--- src/rtl/fts_sram_pkg.sv ---
package fts_sram_pkg;
  typedef enum logic [1:0] {
    OP_IDLE  = 2'd0,
    OP_READ  = 2'd1,
    OP_WRITE = 2'd2
  } op_e;
endpackage

--- src/rtl/fts_sram_ctrl.sv ---
module fts_sram_ctrl
  import fts_sram_pkg::*;
#(
  parameter int ADDR_W = 6,
  parameter int LANES  = 4
) (
  input  logic              clk_i,
  input  logic              rst_ni,
  input  logic [ADDR_W-1:0] addr_i,
  input  logic [ADDR_W-1:0] burst_addr_i,
  input  logic              addr_strobe_ni,
  input  logic              ce1_ni,
  input  logic              ce2_i,
  input  logic              ce3_ni,
  input  logic              gwe_ni,
  input  logic              bwe_ni,
  input  logic [LANES-1:0]  byte_en_ni,
  input  logic              sleep_i,
  output logic [ADDR_W-1:0] acc_addr_o,
  output logic [LANES-1:0]  lane_we_o,
  output logic [ADDR_W-1:0] addr_q_o,
  output op_e               op_q_o
);
  logic sel, is_wr;
  op_e  op_d;

  assign sel        = !ce1_ni && ce2_i && !ce3_ni && !sleep_i;
  assign is_wr      = !gwe_ni || !bwe_ni;
  assign acc_addr_o = addr_strobe_ni ? burst_addr_i : addr_i;

  for (genvar i = 0; i < LANES; i++) begin : g_lane_we
    assign lane_we_o[i] = sel && (!gwe_ni || (!bwe_ni && !byte_en_ni[i]));
  end

  always_comb begin
    op_d = OP_IDLE;
    if (sel) op_d = is_wr ? OP_WRITE : OP_READ;
  end

  always_ff @(posedge clk_i or negedge rst_ni) begin
    if (!rst_ni) begin
      op_q_o   <= OP_IDLE;
      addr_q_o <= '0;
    end else begin
      op_q_o <= op_d;
      if (sel) addr_q_o <= acc_addr_o;
    end
  end
endmodule

--- src/rtl/fts_sram_array.sv ---
module fts_sram_array #(
  parameter int ADDR_W = 6,
  parameter int LANES  = 4,
  parameter int LANE_W = 8,
  localparam int DEPTH  = 1 << ADDR_W,
  localparam int DATA_W = LANES * LANE_W
) (
  input  logic              clk_i,
  input  logic [LANES-1:0]  we_i,
  input  logic [ADDR_W-1:0] waddr_i,
  input  logic [DATA_W-1:0] wdata_i,
  input  logic [ADDR_W-1:0] raddr_i,
  output logic [DATA_W-1:0] rdata_o
);
  for (genvar i = 0; i < LANES; i++) begin : g_lane
    logic [LANE_W-1:0] mem [DEPTH];
    always_ff @(posedge clk_i) begin
      if (we_i[i]) mem[waddr_i] <= wdata_i[i*LANE_W +: LANE_W];
    end
    // flow-through: no output register
    assign rdata_o[i*LANE_W +: LANE_W] = mem[raddr_i];
  end
endmodule

--- src/rtl/fts_sram.sv ---
module fts_sram
  import fts_sram_pkg::*;
#(
  parameter int ADDR_W = 6,
  parameter int LANES  = 4,
  parameter int LANE_W = 8,
  localparam int DATA_W = LANES * LANE_W
) (
  input  logic              clk_i,
  input  logic              rst_ni,
  input  logic [ADDR_W-1:0] addr_i,
  input  logic [ADDR_W-1:0] burst_addr_i,
  input  logic              addr_strobe_ni,
  input  logic              ce1_ni,
  input  logic              ce2_i,
  input  logic              ce3_ni,
  input  logic              gwe_ni,
  input  logic              bwe_ni,
  input  logic [LANES-1:0]  byte_en_ni,
  input  logic [DATA_W-1:0] wdata_i,
  input  logic              oe_ni,
  input  logic              sleep_i,
  output logic [DATA_W-1:0] rdata_o,
  output logic              drive_o
);
  logic [ADDR_W-1:0] acc_addr, addr_q;
  logic [LANES-1:0]  lane_we;
  op_e               op_q;

  fts_sram_ctrl #(.ADDR_W(ADDR_W), .LANES(LANES)) u_ctrl (
    .clk_i, .rst_ni, .addr_i, .burst_addr_i, .addr_strobe_ni,
    .ce1_ni, .ce2_i, .ce3_ni, .gwe_ni, .bwe_ni, .byte_en_ni, .sleep_i,
    .acc_addr_o(acc_addr), .lane_we_o(lane_we), .addr_q_o(addr_q), .op_q_o(op_q)
  );

  fts_sram_array #(.ADDR_W(ADDR_W), .LANES(LANES), .LANE_W(LANE_W)) u_array (
    .clk_i, .we_i(lane_we), .waddr_i(acc_addr), .wdata_i,
    .raddr_i(addr_q), .rdata_o
  );

  // oe and sleep act without a clock
  assign drive_o = (op_q == OP_READ) && !oe_ni && !sleep_i;
endmodule

--- config.mk ---
export PLATFORM = sky130hd
export DESIGN_NAME = fts_sram
export DESIGN_NICKNAME = d
export VERILOG_FILES = /design/src/rtl/fts_sram_pkg.sv /design/src/rtl/fts_sram_ctrl.sv /design/src/rtl/fts_sram_array.sv /design/src/rtl/fts_sram.sv
export SDC_FILE = /design/constraint.sdc
export NUM_CORES = 2
export LEC_CHECK = 0
export BUFFER_PORTS_ARGS = -buffer_cell sky130_fd_sc_hd__buf_4
export CAP_MARGIN = 20
export CORE_MARGIN = 3
export CORE_UTILIZATION = 25
export DETAILED_ROUTE_END_ITERATION = 8
export SETUP_SLACK_MARGIN = 0.5
export SKIP_LAST_GASP = 1
export SYNTH_ARGS = -nofsm -noshare
export SYNTH_HDL_FRONTEND = slang
export SYNTH_SLANG_ARGS = --single-unit
--- constraint.sdc ---
create_clock -name clk_i -period 3.5 [get_ports clk_i]
set_clock_uncertainty 0.1 [all_clocks]
set_input_delay 0.7 -clock clk_i [delete_from_list [all_inputs] [get_ports clk_i]]
set_output_delay 0.7 -clock clk_i [all_outputs]
set_load 0.03 [all_outputs]
==> flow_summary.ini <==
[synthesis]
ys_seq_area_share_pct = 77.5
synth-simple-area-share_pct = 3.70
ys_seq_elements = 2056
synth_compound_area_share_pct = 2.45
synth_fa_ha_area_share_pct = 0
syn_avg_cell_area_um2 = 21.1
synth_xor_area_share_pct = 0
synth.area.mux_share_pct = 14.9
synthesis.nets = 3841
async_reset_ff_share_pct = 0.389
synth_edf_count = 2048
synthFlopType = edfxtp_1
netlist_area_mm2 = 0.0796
synthCells = 3783
yosys_warnings = 0
ys_types = 48
synth_top_family_by_area = multiplexers

[power]
power_w = 0.0608
p_int_w = 0.0447
ir_worst_vdd_uv = 450
seqPwrFrac_pct = 44.7
powerDensity_mw_per_mm2 = 614
p_leak_nw = 31.3
p_switching_w = 0.0162
power_frac_comb_pct = 21.3
switching_share_pct = 26.6
clkPwrFrac_pct = 34.1

[clock_tree]
cts_buffers = 195
clk_latency_ps = 850
htreeDepth = 4
cts_buffer_depth = 4
cts_sinks = 2056
root_buffer = clkbuf_16
cts_tree = built
path_clk_slew_ps = 60

[routing]
drc = 0
routed_via_density = 4.85
vias = 43000
first_pass_iters = 5
wl_per_cell_um = 26.7
antenna_left = 0
first_iter_violations = 5675
wirelength_um = 236000

[critical_path]
cp_slowest_stage_delay_ps = 490
critPathCaptureType = primary output
startpoint_type = register
worstPathCellList = buf_12, buf_16, buf_16, buf_4, buf_6, mux4_2, a22oi_2, nand4_1, buf_4, and3_4, buf_6
crit_slowest_cell = dfrtp_4
crit_path_max_fanout = 8
critPathKind = register to primary output
required_ps = 2700
worst-endpoint-arrival_ps = 3460

[global_route]
grt_start_max_net_pins = 65
grt_use_met2_pct = 21.9
use_met1_pct = 19.7
grt_pass1_vias = 42500
grt_use_met3_pct = 3.92
grt_first_pass_wirelength_um = 332000
grt_overflow = 0
antenna_found_initial = 21
grt_use_total_pct = 14.1
grt-busiest-layer = met2

[floorplan]
core-area_mm2 = 0.316
chipWidth_um = 570
fp-row-count = 206
io_pins = 91
die_y_um = 570
die_area_mm2 = 0.325
start_util_pct = 25.2

[sta]
finalHoldViolCount = 0
holdWs_ps = 136
rsz0062_at_grt = yes
period_share_pct = 122
tightest_slew_ps = 1060
timing.final.ws_setup_ps = -756
setup_viol = 32
max_freq_mhz = 235
slew_violations = 0
slew_headroom_pct = 29.0
fin_crit_ps = 4260

[placement]
hpwl_um = 154000
portBuffers = 90
routabilityCongestion = 0.846

[finish]
final_core_util_pct = 31.3
drive_gt1_share_pct = 37.8
seq_area_mm2 = 0.0617
n_fill_cell = 30200
multiInputGateArea_mm2 = 0.0182
final_net_count = 4592
syn_to_final_growth_pct = 24.4

[job]
cap_violations = 0

[run_status]
status = finished with violations
violations = negative setup slack

[hold_path]
min_path_type = input pin to async pin
critical path: cells and delay by family, from the launching register on:
kind / cells / cell delay (ps)
flops: 1 / 490
buf+inv: 7 / 1080
simple gates: 2 / 350
mux: 1 / 420
compound gates: 1 / 200
cell usage after synthesis, types with 18 or more instances:
library cell	number	area [um^2]
edfxtp_1	2048	61500
mux4_2	482	10900
nor2_1	291	1090
nand2_1	158	593
clkbuf_1	92	345
mux2i_1	68	681
buf_2	67	335
o22ai_1	61	382
o221ai_1	50	438
nand3_1	48	240
a22oi_1	47	353
nand4_1	46	288
nor2b_1	40	250
a211oi_1	34	255
buf_4	33	248
mux2_2	30	338
and3_1	27	169
a21oi_1	19	95.1
nor3_1	18	90.1
power by group through the flow:
stage | Combinational (W) | Clock, W | Sequential, W
after CTS | 0.0125 | 0.0211 | 0.0272
after detailed placement | 0.0107 | 0 | 0.0277
after floorplan | 0.00564 | 0 | 0.0276
final | 0.0129 | 0.0207 | 0.0272
after global routing | 0.0135 | 0.0221 | 0.0272
after global placement | 0.0106 | 0 | 0.0277
stage by stage:
stage	cell area [um^2]	cells	setup TNS [ps]	worst slack [ps]
4_1_cts	98100	8809	-21630	-748
5_1_grt	99000	8850	-23190	-795
6_report	99000	8855	-20660	-756
3_5_place_dp	89700	8384	-902	-187
3_3_place_gp	89700	8384	-881	-169
2_1_floorplan	79700	3783	0	509
state kept, by name (all words and copies together), names as in the netlist:
name,cells
u_array.g_lane.mem,2048
u_ctrl.op_q_o,2
u_ctrl.addr_q_o,6
cells in the final DEF (no fill, tap or decap), types with 30 or more instances in the layout:
master,n
nand4_1,46
nor2b_1,30
nor2_1,284
nand2_1,150
buf_12,81
o22ai_1,31
mux2_2,30
nand3_1,44
mux2i_1,62
clkbuf_16,200
buf_4,582
clkinv_1,46
edfxtp_1,2048
buf_16,31
mux4_2,482
clkinv_2,48
buf_6,55
worst paths after layout:
kind,startpoint,to,slack (ps),cells after the start
max reg2reg,u_ctrl.addr_q_o[3],u_ctrl.addr_q_o[3],1510,4
min reg2reg,u_ctrl.addr_q_o[5],u_ctrl.addr_q_o[5],690,3
max in group asynchronous,rst_ni,u_ctrl.addr_q_o[1],2930,2
max,u_ctrl.addr_q_o[0],rdata_o[8],-760,11
min,rst_ni,u_ctrl.op_q_o[0],140,2
min in group clk_i,gwe_ni,u_ctrl.op_q_o[0],150,2
final cells by class:
| cell class | instances | area share (%) |
|---|---|---|
| Clock buffer | 226 | 5.09 |
| Tap cell | 4160 | 5.26 |
| Inverter | 2 | 0.00758 |
| Multi-Input combinational cell | 1508 | 18.3 |
| Clock inverter | 124 | 1.06 |
| Antenna cell | 8 | 0.0202 |
| Timing Repair Buffer | 771 | 7.92 |
| Sequential cell | 2056 | 62.3 |
repair_timing:
| action | in CTS | in global routing |
|---|---|---|
| hold buffers | 2 | 0 |
| gates resized for setup | 276 | 103 |
| setup buffers | 56 | 35 |
| pin swaps | 77 | 78 |
| endpoints found under the setup margin | 32 | 32 |
| cloned | 17 | 3 |
| endpoints found under the hold margin | 9 | 0 |
logic make-up (layout without fill, tap and decap cells):
group / Yosys count / after routing
buf+inv: 219 / 1123
mux: 580 / 580
flops: 2056 / 2056
compound gates: 266 / 266
other cells: 0 / 8
simple gates: 662 / 662
metal layers:
layer | share of wire [%] | routed length [um]
met1 | 40 | 94700
met2 | 46 | 109000
met3 | 11 | 27000
met4 | 2.5 | 5790
met5 | 0.066 | 156
Power figures use the tool's default switching activity.
